===== src/rtl/trig_pkg.sv =====
package trig_pkg;
    typedef enum logic [2:0] {
        LVL_NONE  = 3'd0,
        LVL_ONE   = 3'd1,
        LVL_TWO   = 3'd2,
        LVL_THREE = 3'd3,
        LVL_FOUR  = 3'd4
    } mult_e;

    typedef enum logic {
        ST_ARMED = 1'b0,
        ST_HELD  = 1'b1
    } arb_e;
endpackage


===== src/rtl/mult_count.sv =====
module mult_count
    import trig_pkg::*;
#(
    parameter int N_HITS = 12
) (
    input  logic              clk,
    input  logic              rst_n,
    input  logic [N_HITS-1:0] hits,
    output mult_e             lvl_q,
    output logic [N_HITS-1:0] hits_q
);
    localparam int CW = $clog2(N_HITS + 1);

    logic [CW-1:0] ones;
    mult_e         lvl_d;

    always_comb begin
        ones = '0;
        for (int i = 0; i < N_HITS; i++) begin
            ones = ones + CW'(hits[i]);
        end
    end

    always_comb begin
        if (ones >= CW'(4)) lvl_d = LVL_FOUR;
        else                lvl_d = mult_e'(ones[2:0]);
    end

    always_ff @(posedge clk) begin
        if (!rst_n) begin
            lvl_q  <= LVL_NONE;
            hits_q <= '0;
        end else begin
            lvl_q  <= lvl_d;
            hits_q <= hits;
        end
    end
endmodule


===== src/rtl/cond_select.sv =====
module cond_select
    import trig_pkg::*;
(
    input  logic       clk,
    input  logic       rst_n,
    input  mult_e      lvl,
    input  logic [1:0] eoi_sel,
    input  logic [2:0] veto_sel,
    output logic       cand
);
    logic meets;
    logic meets_d;
    logic vetoed;

    always_comb begin
        meets  = (3'(lvl) >= ({1'b0, eoi_sel} + 3'd1));
        vetoed = (veto_sel != 3'd0) && (3'(lvl) == veto_sel);
        cand   = meets && !meets_d && !vetoed;
    end

    always_ff @(posedge clk) begin
        if (!rst_n) meets_d <= 1'b0;
        else        meets_d <= meets;
    end
endmodule


===== src/rtl/accept_fsm.sv =====
module accept_fsm
    import trig_pkg::*;
(
    input  logic clk,
    input  logic rst_n,
    input  logic cand,
    input  logic enable,
    input  logic busy_clear,
    output logic take,
    output logic reject,
    output logic accept,
    output logic busy
);
    arb_e state_q;
    arb_e state_d;
    logic qual;

    always_ff @(posedge clk) begin
        if (!rst_n) begin
            state_q <= ST_ARMED;
            accept  <= 1'b0;
        end else begin
            state_q <= state_d;
            accept  <= take;
        end
    end

    always_comb begin
        qual    = cand && enable;
        state_d = state_q;
        take    = 1'b0;
        reject  = 1'b0;
        unique case (state_q)
            ST_ARMED: begin
                if (qual) begin
                    take    = 1'b1;
                    state_d = ST_HELD;
                end
            end
            ST_HELD: begin
                reject = qual;
                if (busy_clear) state_d = ST_ARMED;
            end
            default: state_d = ST_ARMED;
        endcase
    end

    assign busy = (state_q == ST_HELD);
endmodule


===== src/rtl/event_counters.sv =====
module event_counters #(
    parameter int CNT_W = 16,
    parameter int N_CNT = 2
) (
    input  logic                   clk,
    input  logic                   rst_n,
    input  logic [N_CNT-1:0]       inc,
    output logic [N_CNT*CNT_W-1:0] counts
);
    for (genvar g = 0; g < N_CNT; g++) begin : g_cnt
        logic [CNT_W-1:0] c_q;
        always_ff @(posedge clk) begin
            if (!rst_n)      c_q <= '0;
            else if (inc[g]) c_q <= c_q + CNT_W'(1);
        end
        assign counts[g*CNT_W +: CNT_W] = c_q;
    end
endmodule


===== src/rtl/trig_select_top.sv =====
module trig_select_top
    import trig_pkg::*;
#(
    parameter int N_HITS = 12,
    parameter int CNT_W  = 16,
    parameter int N_GT   = 4
) (
    input  logic              clk,
    input  logic              rst_n,
    input  logic [N_HITS-1:0] hits,
    input  logic [1:0]        eoi_sel,
    input  logic [2:0]        veto_sel,
    input  logic              enable,
    input  logic              busy_clear,
    output logic              accept,
    output logic [N_GT-1:0]   gt_out,
    output logic              busy,
    output logic [N_HITS-1:0] hit_latch,
    output logic [CNT_W-1:0]  accepted_cnt,
    output logic [CNT_W-1:0]  total_cnt
);
    mult_e              lvl_q;
    logic [N_HITS-1:0]  hits_q;
    logic               cand;
    logic               take;
    logic               reject;
    logic [2*CNT_W-1:0] counts;

    mult_count #(.N_HITS(N_HITS)) u_mult (
        .clk(clk), .rst_n(rst_n), .hits(hits), .lvl_q(lvl_q), .hits_q(hits_q)
    );

    cond_select u_cond (
        .clk(clk), .rst_n(rst_n), .lvl(lvl_q), .eoi_sel(eoi_sel),
        .veto_sel(veto_sel), .cand(cand)
    );

    accept_fsm u_fsm (
        .clk(clk), .rst_n(rst_n), .cand(cand), .enable(enable),
        .busy_clear(busy_clear), .take(take), .reject(reject),
        .accept(accept), .busy(busy)
    );

    event_counters #(.CNT_W(CNT_W), .N_CNT(2)) u_cnt (
        .clk(clk), .rst_n(rst_n), .inc({take | reject, take}), .counts(counts)
    );

    assign accepted_cnt = counts[CNT_W-1:0];
    assign total_cnt    = counts[2*CNT_W-1:CNT_W];

    always_ff @(posedge clk) begin
        if (!rst_n)    hit_latch <= '0;
        else if (take) hit_latch <= hits_q;
    end

    for (genvar g = 0; g < N_GT; g++) begin : g_fan
        assign gt_out[g] = accept;
    end
endmodule


===== config.mk =====
export PLATFORM = sky130hd
export DESIGN_NAME = trig_select_top
export DESIGN_NICKNAME = d
export VERILOG_FILES = /design/src/rtl/trig_pkg.sv /design/src/rtl/mult_count.sv /design/src/rtl/cond_select.sv /design/src/rtl/accept_fsm.sv /design/src/rtl/event_counters.sv /design/src/rtl/trig_select_top.sv
export SDC_FILE = /design/constraint.sdc
export NUM_CORES = 1
export LEC_CHECK = 0
export BUFFER_PORTS_ARGS = -buffer_cell sky130_fd_sc_hd__buf_4
export CAP_MARGIN = 10
export CORE_ASPECT_RATIO = 1.25
export CORE_MARGIN = 2
export CORE_UTILIZATION = 40
export DETAILED_ROUTE_END_ITERATION = 10
export PLACE_DENSITY_LB_ADDON = 0.25
export SYNTH_ARGS = -nofsm -noshare
export SYNTH_HDL_FRONTEND = slang
export SYNTH_SLANG_ARGS = --single-unit

===== constraint.sdc =====
create_clock -name clk -period 9.95 [get_ports clk]
set_clock_uncertainty 0.2 [all_clocks]
set_input_delay 1.4925 -clock clk [delete_from_list [all_inputs] [get_ports clk]]
set_output_delay 1.4925 -clock clk [all_outputs]
set_load 0.005 [all_outputs]

Yosys cells after proc, flatten, opt, wreduce, memory -nomap -nowiden
Cells that the tools add are included.
{ "word_totals": {"register_bits": 62, "input_bits": 21, "output_inout_bits": 50, "wordCells": 43} }
{ "classes": {"n_lt_le_gt_ge": 2, "reduce_logical": 8, "eq_ne": 1, "n_bitwise": 3, "n_addsub": 14, "n_mux": 6} }
{ "ops": {"columns": ["cell", "n"], "rows": [
  ["4-bit by 1-bit adder with 4-bit output", 10],
  ["16-bit by 1-bit adder with 16-bit output, second input constant", 2],
  ["4-bit by 3-bit >= comparator with 1-bit output, second input constant", 1],
  ["1-bit logical AND", 4],
  ["1-bit two-way mux", 4],
  ["2-bit by 1-bit adder with 3-bit output, second input constant", 1],
  ["3-bit equality test", 1],
  ["3-bit >= comparator", 1],
  ["3-bit two-way mux", 1],
  ["3-bit nonzero test", 1],
  ["1-bit by 1-bit adder with 2-bit output", 1],
  ["1-bit logical NOT", 2],
  ["1-bit inverter", 2],
  ["1-bit case mux with 2 select lines", 1],
  ["2-bit OR reduction", 1],
  ["1-bit bitwise OR", 1]
]} }

Depth between registers and ports, before layout
Gate-level depths: netlist of the first run.
{ "depth": {"word_depth": 13, "mapped_depth": 13} }

Modules after synthesis
Synthesis of the first run repeated with hierarchy kept, for this count alone.
{ "unflattened": {"cells_unflattened": 294, "hier_area_um2": 2872.8} }
{ "modules_own_cells": {"columns": ["module", "instances", "seq_area_each_um2", "area_each_um2", "cells_per_inst"], "rows": [
  ["event_counters", 1, 640.6, 1460.2, 165],
  ["mult_count", 1, 300.3, 670.6, 57],
  ["trig_select_top", 1, 240.2, 506.7, 44],
  ["cond_select", 1, 20.0, 153.9, 19],
  ["accept_fsm", 1, 40.0, 81.3, 9]
]} }

Worst setup path after synthesis of the first run
OpenSTA, ideal clock, no wires.
{ "synth_path": {"path_kind": "input to register", "from": "input port hits[0]", "to": "register u_mult.lvl_q[0]", "t_arrival_ns": 4.612, "path_slack_ns": 5.078, "path_buffers": 0, "path_stages": 11, "cell_sequence": "ha_1 -> inv_1 -> fa_1 -> fa_1 -> fa_1 -> inv_1 -> fa_1 -> fa_1 -> or2_2 -> a21oi_1 -> and3_1"} }
{ "synth_via": {"elab_chain_len": 13} }
{ "synth_rtl": {"columns": ["element", "line_no", "rtl"], "rows": [
  ["start, declared", "trig_select_top.sv:10", "input logic [N_HITS-1:0] hits,"],
  ["1-bit by 1-bit adder with 2-bit output (*)", "mult_count.sv:20", "ones = ones + CW'(hits[i]);"],
  ["4-bit by 1-bit adder with 4-bit output (*) (10 in a row)", "mult_count.sv:20", null],
  ["4-bit by 3-bit >= comparator with 1-bit output", "mult_count.sv:25", "if (ones >= CW'(4)) lvl_d = LVL_FOUR;"],
  ["2-bit OR reduction (no source line)", null, null],
  ["end signal, assigned", "mult_count.sv:34", "lvl_q <= lvl_d;"],
  ["end, declared", "mult_count.sv:9", "output mult_e lvl_q,"]
]} }
Every way passes the cells marked *; elsewhere a longest branch is shown, timed or not.
A chain may end at the register's enable or synchronous reset.

Final worst setup path of the first run
Same ends and word-level chain as after synthesis.

==> results of run 1 <==
==> per-stage QoR <==
stage / std cells / total power, W / setup WS, ns / hold slack [ns]
6_report: 483 / 0.000618 / 5.14 / 0.228
3_5_place_dp: 469 / 0.000427 / 4.78 / 0.227
2_1_floorplan: 324 / 0.000377 / 5.08 / 0.217
5_1_grt: 483 / 0.000660 / 4.97 / 0.247
4_1_cts: 483 / 0.000627 / 5.13 / 0.230
3_3_place_gp: 469 / 0.000423 / 4.88 / 0.222
==> flip-flops by register name, summed over array words and instances, names as in the netlist <==
name,cells
u_cond.meets_d,1
u_fsm.busy,1
u_fsm.accept,1
u_mult.hits_q,12
u_cnt.g_cnt.c_q,32
u_mult.lvl_q,3
hit_latch,12
==> report_power, final <==
part | switching (W) | leakage (nW) | internal [W]
Combinational | 0.0000812 | 0.912 | 0.0000563
Clock | 0.0000905 | 0.0914 | 0.000108
Sequential | 0.0000162 | 0.504 | 0.000266
Total | 0.000188 | 1.51 | 0.000430
==> worst max-delay path, delay by kind of cell <==
family | cells | cell delay (ns)
simple gates | 2 | 0.47
compound gates | 1 | 0.23
buf+inv | 3 | 0.23
fa+ha+maj | 6 | 2.46
==> final cells by class <==
type | count | area, µm²
flip-flops and latches | 62 | 1240
inverters | 23 | 86.3
multi-input cells | 223 | 1420
repair buffers | 71 | 533
clock inverters | 1 | 5.00
well taps | 90 | 113
clock buffers | 13 | 169
fillers | 683 | 3320
==> cells in the mapped netlist <==
cell type  number  area, µm²
nand2_1        45        169
nor2_1         28        105
nor2b_1         3       18.8
nand3_1        15       75.1
nand2b_1        5       31.3
clkbuf_1        9       33.8
and4_1          3       26.3
dfxtp_1        62       1240
and3_1          3       18.8
inv_1          22       82.6
o41ai_1         1       8.76
a21oi_1        26        130
o31a_1          1       8.76
xor2_1          5       43.8
xnor2_1        14        123
o21a_1          2       15.0
or3_1           4       25.0
and2_1          5       31.3
nand4_1         7       43.8
o31ai_1         3       22.5
nor4_1          9       56.3
or4b_2          1       10.0
ha_1           10        125
inv_2           1       3.75
fa_1            7        140
mux2i_1         5       50.1
buf_4           4       30.0
nor4b_1         2       17.5
or2_2           2       12.5
o21ai_0         6       30.0
nor3_1          5       25.0
buf_2           3       15.0
or4b_1          1       10.0
or4_1           5       37.5
==> kinds of logic after synthesis <==
group | count (synthesis)
fa+ha+maj | 17
buf+inv | 39
simple gates | 143
mux | 5
xor+xnor | 19
compound gates | 39
flops | 62
==> path summary, 6_finish.rpt <==
check	start	end	slack, ns
worst max-delay path	hits[0]	u_mult.lvl_q[0]	5.14
worst min-delay path	u_mult.hits_q[3]	hit_latch[3]	0.23
worst max register to register	u_mult.lvl_q[0]	u_cnt.g_cnt[0].c_q[7]	6.97
worst min register to register	u_mult.hits_q[3]	hit_latch[3]	0.23
==> routing by layer <==
layer | track usage | up-vias | share of wire
met2 | 0.278 | 50 | 0.49
met1 | 0.218 | 1132 | 0.45
met5 | 0 | - | 0
met3 | 0.0471 | 6 | 0.046
li1 | - | 1221 | -
met4 | 0.0756 | 0 | 0.013
==> impl_metrics.py, run 1 <==
metrics = {
    "detailed_routing": {
        "wirelength_mm": 6.16,
        "vias": 2409,
        "ant_nets": 0,
        "drtPass1Iterations": 4,
        "wl_per_cell_um": 12.8,
        "drc": 0,
        "first_iter_violations": 99,
        "viasPerCell": 4.99,
    },
    "clock_tree": {
        "cts_buffers": 9,
        "cts_tree": "done",
        "clock_latency_ns": 0.33,
        "clockRootBuffer": "clkbuf_8",
        "cts_htree_levels": 3,
        "clkTransAtPathRegs_ns": 0.07,
        "cts_resized": 0,
        "cts.path.max_buffers": 2,
        "clock-sinks": 62,
        "cts_hold_buf": 0,
        "cts_setup_buffers": 0,
    },
    "synthesis": {
        "yosysWarnings": 0,
        "synth.cell_area_um2": 2820,
        "synth_nets": 362,
        "synth_compound_area_frac": 0.0764,
        "yosysUniqueCellTypes": 34,
        "synth.avg_cell_area_um2": 8.69,
        "synth_top_family_by_area": "simple AND/OR/NAND/NOR gates",
        "ys_seq_area_frac": 0.441,
        "ys_ff_latch": 62,
        "synthSimpleGateAreaFrac": 0.253,
        "synth_cells": 324,
        "synthXorXnorAreaFrac": 0.0591,
        "yosys.area_share.adder": 0.0942,
        "synthMuxAreaShare": 0.0178,
    },
    "global_routing": {
        "gr-total-overflow": 0,
        "antenna_found_initial": 0,
        "grt_max_degree": 51,
        "grt_pass1_wl_mm": 10.6,
        "first_global_vias": 2285,
        "grt_usage": 0.173,
    },
    "final_layout": {
        "final_nets": 428,
        "final_util": 0.518,
        "area_delta_synth_final_pct": 26.7,
        "num_antenna_cells": 0,
        "layout_common_cells": "buf_4 (71), dfxtp_1 (62), nand2_1 (45)",
        "fin_area_um2": 3570,
        "final_common_cell": "buf_4",
        "drive_gt1_frac": 0.229,
    },
    "worst_setup_path": {
        "cp_max_fo": 3,
        "crit_arrival_ns": 4.89,
        "crit_path_end_kind": "flip-flop",
        "path_cells": "buf_4 > ha_1 > inv_1 > fa_1 > fa_1 > fa_1 > inv_1 > fa_1 > fa_1 > or2_2 > a21oi_1 > and3_1",
        "crit_top_cell": "fa_1",
        "setup.worst_path.start_class": "input port",
        "slowest_delay_ns": 0.49,
        "reg2regPathDepth": 7,
        "required_ns": 10.02,
        "slowest_stage": "fa_1",
        "worstSetupPathType": "input port to flip-flop",
    },
    "power_and_ir_drop": {
        "peakVddDrop_mv": 0.124,
        "power_density_nw_per_um2": 173,
        "p_leak_nw": 1.51,
    },
    "die": {
        "die-area_um2": 7730,
        "fp-row-count": 34,
        "start_util": 0.409,
        "die_x_um": 79.1,
        "fp.dieH_um": 97.8,
        "ios": 71,
        "core_um2": 6890,
    },
    "flow_run": {
        "drv_cap": 0,
    },
    "timing": {
        "fmax_ghz": 0.208,
        "max_slew_margin": 0.308,
        "hold_viol_final": 0,
        "layout_worst_path_cycle_share": 0.484,
        "tightest_slew_ns": 1.03,
        "tns_ns": 0,
        "setup_violations": 0,
        "fin_crit_ns": 4.81,
        "drv_slew": 0,
        "rsz0062_at_grt": "no",
    },
    "placed_design": {
        "routabilityCongestion": 0.742,
        "numPortBuffers": 70,
        "place_area_um2": 3400,
        "hpwl_mm": 4.36,
    },
    "status": {
        "status": "complete, no violations",
    },
    "worst_hold_path": {
        "min_path_type": "flip-flop to flip-flop",
        "min_path_cells": 2,
    },
}
(Power assumes the default switching activity.)
==> inputs of run 2 (changes only) <==
--- a/config.mk
+++ b/config.mk
@@ -5,6 +5,7 @@
 export SDC_FILE = /design/constraint.sdc
 export NUM_CORES = 1
 export LEC_CHECK = 0
+export ABC_AREA = 1
 export BUFFER_PORTS_ARGS = -buffer_cell sky130_fd_sc_hd__buf_4
 export CAP_MARGIN = 10
 export CORE_ASPECT_RATIO = 1.25
==> constraint.sdc (replaced) <==
create_clock -name clk -period 4.4 [get_ports clk]
set_clock_uncertainty 0.2 [all_clocks]
set_input_delay 0.66 -clock clk [delete_from_list [all_inputs] [get_ports clk]]
set_output_delay 0.66 -clock clk [all_outputs]
set_load 0.005 [all_outputs]
==> run 2 against run 1 <==
- wire length grew 18%
- design area up 11%
- cell count increased by 30%
- sequential cell count did not move
- clock power rose by 120%
- worst hold slack better by 0.016 ns
- total power up 140%
- combinational power increased to 2.9 times the previous value
- critical path depth increased by 1
- largest cell class unchanged
- largest power group unchanged
- highest routed layer unchanged
==> impl_metrics.py, run 2 <==
metrics = {
    "power_and_ir_drop": {
        "combPwrFrac": 0.264,
        "power_density_nw_per_um2": 375,
        "p_sw_w": 0.000517,
        "peakVddDrop_mv": 0.167,
        "pwr-share-clk": 0.298,
        "internal-power_w": 0.000961,
        "p_seq_frac": 0.438,
        "p_leak_nw": 1.76,
        "p_sw_frac": 0.350,
    },
    "global_routing": {
        "first_global_vias": 2799,
        "antenna_found_initial": 0,
        "grt_usage": 0.173,
        "grt_max_degree": 45,
        "gr-total-overflow": 0,
        "grt_pass1_wl_mm": 12.6,
    },
    "die": {
        "fp.dieH_um": 105,
        "core_um2": 7840,
        "die-area_um2": 8870,
        "die_x_um": 84.6,
        "ios": 71,
        "fp-row-count": 36,
        "start_util": 0.415,
    },
    "clock_tree": {
        "cts_tree": "done",
        "cts_hold_buf": 0,
        "cts_htree_levels": 3,
        "clock_latency_ns": 0.35,
        "cts_setup_buffers": 0,
        "cts.path.max_buffers": 2,
        "cts_resized": 0,
        "cts_buffers": 9,
        "clock-sinks": 62,
        "clkTransAtPathRegs_ns": 0.07,
        "clockRootBuffer": "clkbuf_8",
    },
    "detailed_routing": {
        "wl_per_cell_um": 11.6,
        "drc": 0,
        "first_iter_violations": 164,
        "vias": 3012,
        "wirelength_mm": 7.25,
        "viasPerCell": 4.80,
        "ant_nets": 0,
        "drtPass1Iterations": 5,
    },
    "placed_design": {
        "routabilityCongestion": 0.863,
        "hpwl_mm": 5.32,
        "dpl_worst_slack_ns": 0.271,
        "numPortBuffers": 70,
    },
    "timing": {
        "setup_violations": 0,
        "fmax_ghz": 0.266,
        "rsz0062_at_grt": "no",
        "fin_crit_ns": 3.76,
        "max_slew_margin": 0.618,
        "tightest_slew_ns": 0.571,
        "layout_worst_path_cycle_share": 0.855,
        "hold_viol_final": 0,
        "tns_ns": 0,
        "drv_slew": 0,
        "setup_slack_ns": 0.638,
    },
    "status": {
        "status": "complete, no violations",
    },
    "final_layout": {
        "top_register": "u_cnt.g_cnt.c_q",
        "num_antenna_cells": 0,
        "final_common_cell": "nand2_1",
        "fillCellCount": 807,
        "largest_reg_flops": 32,
        "reg_top3": "u_cnt.g_cnt.c_q x32, hit_latch x12, u_mult.hits_q x12",
        "layout_common_cells": "nand2_1 (150), buf_4 (72), dfxtp_1 (62)",
        "area_delta_synth_final_pct": 21.4,
        "drive_gt1_frac": 0.177,
        "final_util": 0.503,
        "final_nets": 565,
    },
    "synthesis": {
        "ys_seq_area_frac": 0.382,
        "netlist_top_cells_count": "nand2_1 (150), dfxtp_1 (62), inv_1 (61)",
        "yosysTopAreaCell": "dfxtp_1",
        "synth_most_common_cell": "nand2_1",
        "synth_top_area_frac": 0.382,
        "synth_edf_count": 0,
        "synth.cell_area_um2": 3250,
        "ys_ff_latch": 62,
        "synth_cells": 463,
        "async_flop_share": 0,
        "yosysUniqueCellTypes": 26,
        "ys.flop_type": "dfxtp_1",
        "yosys-top-cells-area": "dfxtp_1 (38%), nand2_1 (17%), inv_1 (7.0%)",
        "synth.avg_cell_area_um2": 7.02,
        "yosysWarnings": 0,
        "synth_nets": 501,
    },
    "worst_setup_path": {
        "critPathTopFamily": "adder cells",
        "worstSetupPathType": "input port to flip-flop",
        "r2r_slack_ns": 2.12,
        "crit_arrival_ns": 3.85,
        "path_cells": "buf_4 > ha_1 > inv_1 > fa_1 > fa_1 > fa_1 > inv_1 > fa_1 > fa_1 > xor2_1 > nor2_1 > nand2_1 > nor2_1",
        "setup.worst_path.start_class": "input port",
        "r2r_end": "u_cnt.g_cnt[0].c_q[14]",
        "crit_start": "hits[0]",
        "slowest_stage": "fa_1",
        "cp_max_fo": 2,
        "reg2reg_from": "u_mult.lvl_q[0]",
        "crit_path_end_kind": "flip-flop",
        "crit_top_cell": "fa_1",
        "required_ns": 4.49,
        "slowest_delay_ns": 0.50,
        "reg2regPathDepth": 10,
        "cp_num_buf_inv": 3,
    },
    "worst_hold_path": {
        "holdCritStartpoint": "u_mult.hits_q[5]",
        "min_to": "hit_latch[5]",
        "min_path_type": "flip-flop to flip-flop",
        "min_path_cells": 2,
    },
    "flow_run": {
        "drv_cap": 0,
    },
}
## run 2: changes by cell type after synthesis, sizes merged, moves of 7 or more
cell | previous run | this run
nand2 | 45 | 153
a21oi | 26 | 45
nor4 | 9 | 0
xnor2 | 14 | 7
nor2 | 28 | 45
inv | 23 | 62
buf | 7 | 15
## run 2: layout make-up
class	instances	area, µm²	area share
clock buffer	9	124	0.0314
clock inverter	7	50.0	0.0127
inverter	64	240	0.0609
multi-input combinational	318	1630	0.413
sequential	62	1240	0.315
tap	95	119	0.0301
timing repair buffer	72	541	0.137
## run 2: power groups by stage
stage	combinational [W]	clock, W	sequential (W)
floorplan	0.000312	0	0.000653
global placement	0.000383	0	0.000660
detailed placement	0.000397	0	0.000660
CTS	0.000398	0.000454	0.000648
global route	0.000449	0.000481	0.000654
finish	0.000391	0.000440	0.000647
## run 2: through the flow
step	power (W)	hold slack (ns)	cells	cell area, µm²
final	0.00148	0.244	627	3950
after global placement	0.00104	0.232	611	3770
after global routing	0.00158	0.262	627	3950
after CTS	0.00150	0.246	627	3950
after floorplan	0.000964	0.224	463	3250
after detailed placement	0.00106	0.235	611	3770
## run 2: worst max-delay path by stage
stage,to,slack [ns],depth (start not counted)
after floorplan,u_mult.lvl_q[0],0.56,12
after global placement,u_mult.lvl_q[1],0.36,13
after detailed placement,u_mult.lvl_q[0],0.27,13
after CTS,u_mult.lvl_q[0],0.64,13
after global routing,u_mult.lvl_q[0],0.50,13
final,u_mult.lvl_q[0],0.64,13
## run 2: worst reg2reg max path, cell delays in order, from the launching register on
cell,delay [ns]
dfxtp_1,0.36
inv_2,0.05
ha_1,0.26
inv_1,0.03
nand2_1,0.06
nand2_2,0.07
a21oi_4,0.22
nand2_4,0.20
nor2_4,0.49
nand2_1,0.11
a21oi_1,0.15
## run 2: cell families (layout without fill, tap and decap cells)
group	after synthesis	count (layout)	synth area share
AND/OR/NAND/NOR	228	228	0.284
buffers and inverters	83	152	0.116
adder cells (fa/ha/maj)	17	17	0.0816
XOR/XNOR	17	17	0.0458
AO/OA/AOI/OAI	56	56	0.0901
flip-flops	62	62	0.382
## run 2: metal layers
layer	GRT usage	up-vias	part of all wire
li1	-	1555	-
met1	0.205	1374	0.44
met2	0.282	69	0.48
met3	0.0419	14	0.054
met4	0.0952	0	0.028
met5	0	-	0
==> inputs of run 3 (changes only) <==
--- a/config.mk
+++ b/config.mk
@@ -6,12 +6,12 @@
 export NUM_CORES = 1
 export LEC_CHECK = 0
 export ABC_AREA = 1
-export BUFFER_PORTS_ARGS = -buffer_cell sky130_fd_sc_hd__buf_4
 export CAP_MARGIN = 10
 export CORE_ASPECT_RATIO = 1.25
 export CORE_MARGIN = 2
 export CORE_UTILIZATION = 40
 export DETAILED_ROUTE_END_ITERATION = 10
+export DONT_BUFFER_PORTS = 1
 export PLACE_DENSITY_LB_ADDON = 0.25
 export SYNTH_ARGS = -nofsm -noshare
 export SYNTH_HDL_FRONTEND = slang
==> run 3 against run 2 <==
- via count fell by 11%
- combinational power fell by 18%
- setup slack improved by 0.13 ns
- sequential cell count did not move
- sequential power rose by 1%
- die area did not move
- design area fell by 13%
- non-clock buffer count fell by 70
- critical path type unchanged
- critical endpoint is now u_mult.lvl_q[1]
- largest cell class unchanged
- largest power group unchanged
==> impl_metrics.py, run 3 (synthesis results as in run 2) <==
metrics = {
    "status": {
        "status": "complete, no violations",
    },
    "clock_tree": {
        "cts.path.max_buffers": 2,
        "cts_setup_buffers": 0,
        "cts_tree": "done",
        "cts_hold_buf": 0,
        "cts_buffers": 9,
        "clkTransAtPathRegs_ns": 0.07,
        "clock_latency_ns": 0.34,
        "cts_resized": 0,
        "cts_htree_levels": 3,
        "clockRootBuffer": "clkbuf_8",
        "clock-sinks": 62,
    },
    "worst_setup_path": {
        "cp_max_fo": 2,
        "required_ns": 4.49,
        "reg2reg_from": "u_mult.lvl_q[0]",
        "worstSetupPathType": "input port to flip-flop",
        "crit_start": "hits[0]",
        "crit_arrival_ns": 3.72,
        "crit_top_cell": "fa_1",
        "path_cells": "ha_1 > inv_1 > fa_1 > fa_1 > fa_1 > inv_1 > fa_1 > fa_1 > xor2_1 > nor2_1 > nand2_1 > nor2_1",
        "crit_path_end_kind": "flip-flop",
        "slowest_stage": "fa_1",
        "slowest_delay_ns": 0.49,
        "setup.worst_path.start_class": "input port",
        "r2r_slack_ns": 2.09,
    },
    "global_routing": {
        "grt_max_degree": 45,
        "grt_usage": 0.170,
        "antenna_found_initial": 0,
        "grt_pass1_wl_mm": 12.2,
        "first_global_vias": 2615,
        "gr-total-overflow": 0,
    },
    "power_and_ir_drop": {
        "peakVddDrop_mv": 0.211,
        "p_leak_nw": 1.40,
        "power_density_nw_per_um2": 414,
    },
    "flow_run": {
        "drv_cap": 0,
    },
    "detailed_routing": {
        "drtPass1Iterations": 4,
        "ant_nets": 0,
        "wirelength_mm": 7.11,
        "viasPerCell": 4.81,
        "vias": 2678,
        "wl_per_cell_um": 12.8,
        "drc": 0,
        "first_iter_violations": 89,
    },
    "final_layout": {
        "reg_top3": "u_cnt.g_cnt.c_q x32, hit_latch x12, u_mult.hits_q x12",
        "num_antenna_cells": 0,
        "area_delta_synth_final_pct": 5.20,
        "final_util": 0.436,
        "final_nets": 495,
        "top_register": "u_cnt.g_cnt.c_q",
        "layout_common_cells": "nand2_1 (150), dfxtp_1 (62), inv_1 (61)",
        "final_common_cell": "nand2_1",
        "final_cells": 557,
        "largest_reg_flops": 32,
        "drive_gt1_frac": 0.0519,
    },
    "die": {
        "die_x_um": 84.6,
        "ios": 71,
        "fp-row-count": 36,
        "start_util": 0.415,
        "fp.dieH_um": 105,
        "core_um2": 7840,
        "die-area_um2": 8870,
    },
    "timing": {
        "fmax_ghz": 0.275,
        "hold_viol_final": 0,
        "max_slew_margin": 0.604,
        "tightest_slew_ns": 0.593,
        "setup_violations": 0,
        "fin_crit_ns": 3.64,
        "tns_ns": 0,
        "layout_worst_path_cycle_share": 0.826,
        "rsz0062_at_grt": "no",
        "drv_slew": 0,
    },
    "worst_hold_path": {
        "holdCritStartpoint": "hits[11]",
        "min_path_type": "input port to flip-flop",
    },
    "placed_design": {
        "dpl.cell_count": 541,
        "routabilityCongestion": 0.808,
        "hpwl_mm": 5.11,
        "numPortBuffers": 0,
    },
}
==> run 3: changes by cell type in the layout (fill, tap and decap cells not counted), sizes merged <==
cell,before,now
clkinv,5,7
buf,72,2
clkinvlp,3,1
==> run 3: path summary, 6_finish.rpt <==
check,end,cells after the start
max,u_mult.lvl_q[1],12
min,u_mult.hits_q[11],2
max reg2reg,hit_latch[11],10
min reg2reg,hit_latch[3],2
==> run 3: routing by layer <==
| metal | routed length [µm] | global-route usage | up-vias |
|---|---|---|---|
| li1 | - | - | 1413 |
| met5 | 0 | 0 | - |
| met3 | 532 | 0.0687 | 12 |
| met2 | 3350 | 0.269 | 59 |
| met4 | 146 | 0.0805 | 0 |
| met1 | 3080 | 0.199 | 1194 |
==> run 3: per-stage QoR <==
stage / instance area, µm² / worst slack, ns / power, W / hold WS [ns]
floorplan: 3250 / 0.558 / 0.000964 / 0.224
global placement: 3250 / 0.487 / 0.000983 / 0.231
detailed placement: 3250 / 0.422 / 0.000994 / 0.236
CTS: 3420 / 0.787 / 0.00144 / 0.192
global route: 3420 / 0.634 / 0.00152 / 0.194
finish: 3420 / 0.764 / 0.00141 / 0.210
==> run 3: worst max-delay path, delay by kind of cell <==
kind                     cells  cell delay [ns]
adder cells (fa/ha/maj)      6             2.49
AND/OR/NAND/NOR              3             0.30
XOR/XNOR                     1             0.15
buffers and inverters        2             0.12
==> run 3: area by class of cell <==
class | instances | area [µm²]
Fill cell | 831 | 4420
Clock buffer | 9 | 124
Multi-Input combinational cell | 318 | 1630
Clock inverter | 7 | 48.8
Inverter | 64 | 240
Timing Repair Buffer | 2 | 15.0
Sequential cell | 62 | 1240
Tap cell | 95 | 119
==> run 3: where the power goes <==
part	switching, W	internal (W)	leakage [nW]	total, W
logic	0.000219	0.000101	0.810	0.000319
registers	0.0000468	0.000608	0.505	0.000654
clock network	0.000236	0.000205	0.0894	0.000440
total	0.000501	0.000913	1.40	0.00141
